`src/rtl/dac_loader_pkg.sv`:
```
package dac_loader_pkg;
  localparam int unsigned NCH    = 2;
  localparam int unsigned DATA_W = 8;
  localparam int unsigned CODE_W = 12;
  localparam int unsigned HI_W   = CODE_W - DATA_W;

  typedef logic [CODE_W-1:0] code_t;
  typedef code_t [NCH-1:0]   code_arr_t;
endpackage

```
`src/rtl/dac_clr_sync.sv`:
```
module dac_clr_sync #(
  parameter int unsigned STAGES = 2
) (
  input  logic clk,
  input  logic clr_n,
  output logic clr_q
);
  logic [STAGES-1:0] chain;

  always_ff @(posedge clk or negedge clr_n) begin
    if (!clr_n) chain <= '1;
    else        chain <= {chain[STAGES-2:0], 1'b0};
  end

  assign clr_q = chain[STAGES-1];
endmodule

```
`src/rtl/dac_in_regs.sv`:
```
module dac_in_regs
  import dac_loader_pkg::*;
(
  input  logic              clk,
  input  logic              rst,
  input  logic              clr_q,
  input  logic              cs_n,
  input  logic              wr_n,
  input  logic [1:0]        addr,
  input  logic [DATA_W-1:0] data,
  output code_arr_t         in_q,
  output code_arr_t         in_nxt
);
  logic wr_ok;
  assign wr_ok = !cs_n && !wr_n;

  for (genvar ch = 0; ch < NCH; ch++) begin : g_ch
    logic sel_lo, sel_hi;
    assign sel_lo = wr_ok && (addr[1] == ch[0]) && !addr[0];
    assign sel_hi = wr_ok && (addr[1] == ch[0]) &&  addr[0];

    always_comb begin
      in_nxt[ch] = in_q[ch];
      if (sel_lo) in_nxt[ch][DATA_W-1:0]      = data;
      if (sel_hi) in_nxt[ch][CODE_W-1:DATA_W] = data[HI_W-1:0];
    end

    always_ff @(posedge clk or posedge clr_q) begin
      if (clr_q)    in_q[ch] <= '0;
      else if (rst) in_q[ch] <= '0;
      else          in_q[ch] <= in_nxt[ch];
    end

    AST_NIBBLE_KEEPS_LOW: assert property (@(posedge clk) disable iff (rst || clr_q)
      sel_hi |=> $stable(in_q[ch][DATA_W-1:0]));
    AST_BYTE_KEEPS_HIGH: assert property (@(posedge clk) disable iff (rst || clr_q)
      sel_lo |=> $stable(in_q[ch][CODE_W-1:DATA_W]));
  end

  AST_NO_WRITE_HOLD: assert property (@(posedge clk) disable iff (rst || clr_q)
    (cs_n || wr_n) |=> $stable(in_q));
endmodule

```
`src/rtl/dac_out_regs.sv`:
```
module dac_out_regs
  import dac_loader_pkg::*;
(
  input  logic      clk,
  input  logic      rst,
  input  logic      clr_q,
  input  logic      cs_n,
  input  logic      wr_n,
  input  logic      upd_n,
  input  code_arr_t in_q,
  input  code_arr_t in_nxt,
  output code_arr_t dac_q
);
  logic xfer, transp;
  assign xfer   = !upd_n && !wr_n &&  cs_n;
  assign transp = !upd_n && !wr_n && !cs_n;

  for (genvar ch = 0; ch < NCH; ch++) begin : g_ch
    always_ff @(posedge clk or posedge clr_q) begin
      if (clr_q)       dac_q[ch] <= '0;
      else if (rst)    dac_q[ch] <= '0;
      else if (transp) dac_q[ch] <= in_nxt[ch];
      else if (xfer)   dac_q[ch] <= in_q[ch];
    end
  end

  AST_CLR_ZERO: assert property (@(posedge clk) clr_q |-> (dac_q == '0));
  AST_DAC_HOLD: assert property (@(posedge clk) disable iff (rst || clr_q)
    (upd_n || wr_n) |=> $stable(dac_q));
  AST_XFER_COPY: assert property (@(posedge clk) disable iff (rst || clr_q)
    xfer |=> (dac_q == $past(in_q)));
  AST_TRANSP_FOLLOW: assert property (@(posedge clk) disable iff (rst || clr_q)
    transp |=> (dac_q == in_q));
endmodule

```
`src/rtl/dac_dual_loader.sv`:
```
module dac_dual_loader
  import dac_loader_pkg::*;
(
  input  logic              clk,
  input  logic              rst,
  input  logic              clr_n,
  input  logic              cs_n,
  input  logic              wr_n,
  input  logic              upd_n,
  input  logic [1:0]        addr,
  input  logic [DATA_W-1:0] data,
  output logic [CODE_W-1:0] dac_a_code,
  output logic [CODE_W-1:0] dac_b_code
);
  logic      clr_q;
  code_arr_t in_q, in_nxt, dac_q;

  dac_clr_sync #(.STAGES(2)) i_clr (
    .clk(clk), .clr_n(clr_n), .clr_q(clr_q)
  );

  dac_in_regs i_in (
    .clk(clk), .rst(rst), .clr_q(clr_q), .cs_n(cs_n), .wr_n(wr_n),
    .addr(addr), .data(data), .in_q(in_q), .in_nxt(in_nxt)
  );

  dac_out_regs i_out (
    .clk(clk), .rst(rst), .clr_q(clr_q), .cs_n(cs_n), .wr_n(wr_n),
    .upd_n(upd_n), .in_q(in_q), .in_nxt(in_nxt), .dac_q(dac_q)
  );

  assign dac_a_code = dac_q[0];
  assign dac_b_code = dac_q[1];

  AST_RESET_ZERO: assert property (@(posedge clk) disable iff (clr_q)
    rst |=> (dac_a_code == '0 && dac_b_code == '0));
endmodule

```
`config.mk`:
```
export PLATFORM = sky130hd
export DESIGN_NAME = dac_dual_loader
export DESIGN_NICKNAME = d
export VERILOG_FILES = /design/src/rtl/dac_loader_pkg.sv /design/src/rtl/dac_clr_sync.sv /design/src/rtl/dac_in_regs.sv /design/src/rtl/dac_out_regs.sv /design/src/rtl/dac_dual_loader.sv
export SDC_FILE = /design/constraint.sdc
export NUM_CORES = 1
export LEC_CHECK = 0
export ABC_AREA = 1
export BUFFER_PORTS_ARGS = -buffer_cell sky130_fd_sc_hd__buf_2
export CAP_MARGIN = 5
export CORE_MARGIN = 5
export CORE_UTILIZATION = 59
export CTS_CLUSTER_DIAMETER = 200
export DETAILED_ROUTE_END_ITERATION = 8
export PLACE_DENSITY = 0.83
export SLEW_MARGIN = 20
export SYNTH_ARGS = -nofsm -noshare
export SYNTH_HDL_FRONTEND = slang
export SYNTH_SLANG_ARGS = --single-unit
```
`constraint.sdc`:
```
create_clock -name clk -period 5 [get_ports clk]
set_clock_uncertainty 0.15 [all_clocks]
set_input_delay 0.75 -clock clk [delete_from_list [all_inputs] [get_ports clk]]
set_output_delay 0.75 -clock clk [all_outputs]
set_load 0.005 [all_outputs]
```
# Word level (Yosys, flattened, before mapping)
# Cells that the tools add are included.
[totals] reg_bits=50 out_inout_bits=24 word_cells=33
[op_classes] n_bitwise=1 muxes=12 reduce_logical=15
[ops] cell="12-bit 2-to-1 mux" count=8
[ops] cell="8-bit 2-to-1 mux" count=2
[ops] cell="1-bit logical AND" count=10
[ops] cell="4-bit 2-to-1 mux" count=2
[ops] cell="1-bit logical NOT" count=4
[ops] cell="3-bit nonzero test" count=1
[ops] cell="1-bit inverter" count=1

# Depth between registers and ports, before layout
[depth] ltp_word=7 mapped_depth=7 depth_no_buf=6

# By module
# A second synthesis with hierarchy kept.
[hier_totals] cells_unflattened=403 area_unflattened_um2=2850.2
[modules_own_cells] module="dac_out_regs" cells_each=208 area_each_um2=1452.6 instances=1 seq_area_each_um2=600.6
[modules_own_cells] module="dac_in_regs" cells_each=192 area_each_um2=1341.3 instances=1 seq_area_each_um2=600.6
[modules_own_cells] module="dac_clr_sync" cells_each=3 area_each_um2=56.3 instances=1 seq_area_each_um2=52.6

# Worst setup path before layout
# OpenSTA, ideal clock, no wires.
[synth_timing] path_type="input to register" start="input port cs_n" end="register i_out.dac_q[0] in the netlist's numbering" stages=6 setup_slack_ps=3306 setup_time_ps=116 arrival_ps=1427 path_buffers=2 cell_sequence="nor3_2 buf_4 buf_4 nand3_1 nand2_1 nand2_1"
[synth_via] elab_chain_cells=7 elab_cells_between_ends=10
[synth_rtl] item="from (decl)" line_no="dac_dual_loader.sv:7" text="input logic cs_n,"
[synth_rtl] item="1-bit logical NOT" line_no="dac_in_regs.sv:15, dac_out_regs.sv:16"
[synth_rtl] item="1-bit logical AND" line_no="dac_in_regs.sv:15" text="assign wr_ok = !cs_n && !wr_n;"
[synth_rtl] item="1-bit logical AND (2 in a row)" line_no="dac_in_regs.sv:19" text="assign sel_lo = wr_ok && (addr[1] == ch[0]) && !addr[0];"
[synth_rtl] item="8-bit 2-to-1 mux" line_no="dac_in_regs.sv:24" text="if (sel_lo) in_nxt[ch][DATA_W-1:0] = data;"
[synth_rtl] item="12-bit 2-to-1 mux" line_no="dac_out_regs.sv:22" text="else if (transp) dac_q[ch] <= in_nxt[ch];"
[synth_rtl] item="12-bit 2-to-1 mux" line_no="dac_out_regs.sv:21" text="else if (rst) dac_q[ch] <= '0;"
[synth_rtl] item="to (signal, indexed assignment)" line_no="dac_out_regs.sv:22"
[synth_rtl] item="to (signal, indexed assignment)" line_no="dac_out_regs.sv:23" text="else if (xfer) dac_q[ch] <= in_q[ch];"
[synth_rtl] item="to (decl)" line_no="dac_out_regs.sv:12" text="output code_arr_t dac_q"
# Several ways; a longest one is shown, not always the timed one.
# A chain may end at the register's enable or synchronous reset.

# Worst setup path after layout
[layout_timing] start="input port cs_n" end="register i_out.dac_q[7] in the netlist's numbering"
# Same word-level chain as after synthesis.

==> impl_metrics.tcl <==
set metrics [dict create \
    worstPathRequired_ns 5.05 \
    layout.area.seq_um2 1250 \
    synth_nets 314 \
    postCtsHoldBufs 0 \
    cts_max_level 2 \
    grt_max_degree 49 \
    place_area_um2 2530 \
    dr.pass1.iters 4 \
    synth.most_common_cell "nand2_1" \
    netlist_instances 298 \
    synth_compound_area_share_pct 5.11 \
    yosysWarningCount 0 \
    max_cap_violations 0 \
    peakVddDrop_uv 215 \
    fin_crit_sh_pct 42.8 \
    path_class "in -> reg" \
    synthTopCellsByArea "dfrtp_1 (51%), nand2_1 (15%), nor2_1 (7.8%)" \
    clkTransAtPathRegs_ns 0.09 \
    crit_path_end_kind "register" \
    synth_mux_area_share_pct 0 \
    async_flop_share_pct 100 \
    cts_tree "yes" \
    worst_slew_pin_slew_ns 0.983 \
    outcome "complete, no violations" \
    setup_viol 0 \
    drive_above_1_share_pct 16.5 \
    synth_edf_count 0 \
    fin_hold_ws_ns 0.211 \
    drt-initial-drc-count 198 \
    synth-xor-area-share_pct 0 \
    slew_viol_final 0 \
    area_growth_pct 11.5 \
    cts-root-buf "clkbuf_8" \
    ys_seq_area_share_pct 53.3 \
    power_leakage_uw 0.00130 \
    antenna_found_initial 0 \
    viasPerCell 5.64 \
    path_max_fanout 28 \
    grt-ovfl-total 0 \
    start_util_pct 59.6 \
    setup_tns_ns 0 \
    grt_pass1_vias 2067 \
    fillCellCount 324 \
    finalHoldViolCount 0 \
    multi_input_area_um2 996 \
    pin_count 40 \
    clk_latency_ns 0.30 \
    cts_buffer_depth 2 \
    grtUsageTotal_pct 22.1 \
    die_x_um 73.1 \
    powerDensity_nw_per_um2 279 \
    period_needed_ns 2.14 \
    ys_ff_latch 50 \
    wirelength_mm 5.35 \
    fp.dieH_um 73.1 \
    rsz0062_at_grt "false" \
    synth_top_cell_by_area "dfrtp_1" \
    postLayoutCellArea_um2 2620 \
    yosysUniqueCellTypes 17 \
    nets 343 \
    netlist_area_um2 2350 \
    synthSimpleGateAreaFrac_pct 36.8 \
    post_cts_resize_count 0 \
    synth_fa_ha_area_share_pct 0 \
    place_congestion 0.831 \
    ant_nets 0 \
    dieArea_um2 5350 \
    hold_class "reg -> reg" \
    wl_per_cell_um 14.2 \
    yosysTopAreaCellShare_pct 51.1 \
    max_freq_ghz 0.467 \
    antenna_cells 0 \
    cts_sinks 50 \
    synth_commonest_cells "nand2_1 (97), nor2_1 (49), dfrtp_1 (48)" \
    syn_avg_cell_area_um2 7.89 \
    coreArea_um2 3940 \
    row_count 23 \
    grt_pass1_wl_mm 9.13 \
    post-cts-setup-buffers 0 \
    fin_cells 378 \
    ys.flop_type "dfrtp_1" \
    hpwl_mm 3.42 \
    arrival_ns 2.20 \
    port_buffers 39 \
    synth_top_family_by_area "simple AND/OR/NAND/NOR gates" \
    vias 2132 \
    drc 0 \
    maxSlewHeadroom_pct 34.4 \
    critPathLaunchType "input port" \
    dpl.cell_count 370 \
    numCtsBuffers 5 \
]
[cells by family after synthesis]
family	after synthesis
AND/OR/NAND/NOR	201
flip-flops	50
AO/OA/AOI/OAI	24
buffers and inverters	22
other	1
[metal layers]
metal	global-route usage [%]	wire length (µm)
met1	28.2	2350
met2	35.9	2440
met4	10.0	135
met5	0	0
met3	4.68	423
[power breakdown]
group / internal, µW / switching, µW / total (µW)
registers: 413 / 4.25 / 418
clock network: 112 / 130 / 242
logic: 19.8 / 52.8 / 72.7
[worst max-delay path, stage by stage]
cell     delay [ns]
buf_2          0.14
nor2_4         0.47
nand3_1        0.42
nand2_1        0.21
nand3_1        0.09
nand2_1        0.07
nand2_1        0.05
[through the flow]
| stage | power, µW | setup slack [ns] | utilization (%) |
|---|---|---|---|
| 3_5_place_dp | 498 | 2.57 | 64.2 |
| 6_report | 732 | 2.86 | 66.5 |
| 5_1_grt | 766 | 2.65 | 66.5 |
| 4_1_cts | 736 | 2.89 | 66.5 |
| 3_3_place_gp | 496 | 2.59 | 64.2 |
| 2_1_floorplan | 474 | 3.31 | - |
[layout by cell type (no fill, tap or decap), drive strengths merged]
master,count
inv,3
dfstp,2
nor2,51
a21oi,24
nand2,97
conb,1
nor3,1
clkbuf,7
nand4,24
buf,40
clkinv,2
nand3,28
dfrtp,48
[worst paths after layout]
kind,startpoint,end,slack (ns),cells after the start
max,cs_n,i_out.dac_q[7],2.86,7
max reg2reg,i_clr.chain[1],i_out.dac_q[15],3.98,1
min reg2reg,i_clr.chain[0],i_clr.chain[1],0.21,0
min in group asynchronous,i_clr.chain[1],i_out.dac_q[2],0.23,1
min,i_clr.chain[0],i_clr.chain[1],0.21,0
max in group asynchronous,i_clr.chain[1],i_out.dac_q[15],3.98,1
[sequential cells by signal (all words and copies together) (netlist names)]
| name | flops |
|---|---|
| i_in.in_q | 24 |
| i_clr.chain | 2 |
| i_out.dac_q | 24 |
[layout make-up]
type | instances | area share, %
flip-flops and latches | 50 | 47.8
multi-input cells | 226 | 38.0
repair buffers | 40 | 7.73
clock buffers | 7 | 3.29
well taps | 50 | 2.39
inverters | 4 | 0.620
clock inverters | 1 | 0.191
(Power assumes the default switching activity.)
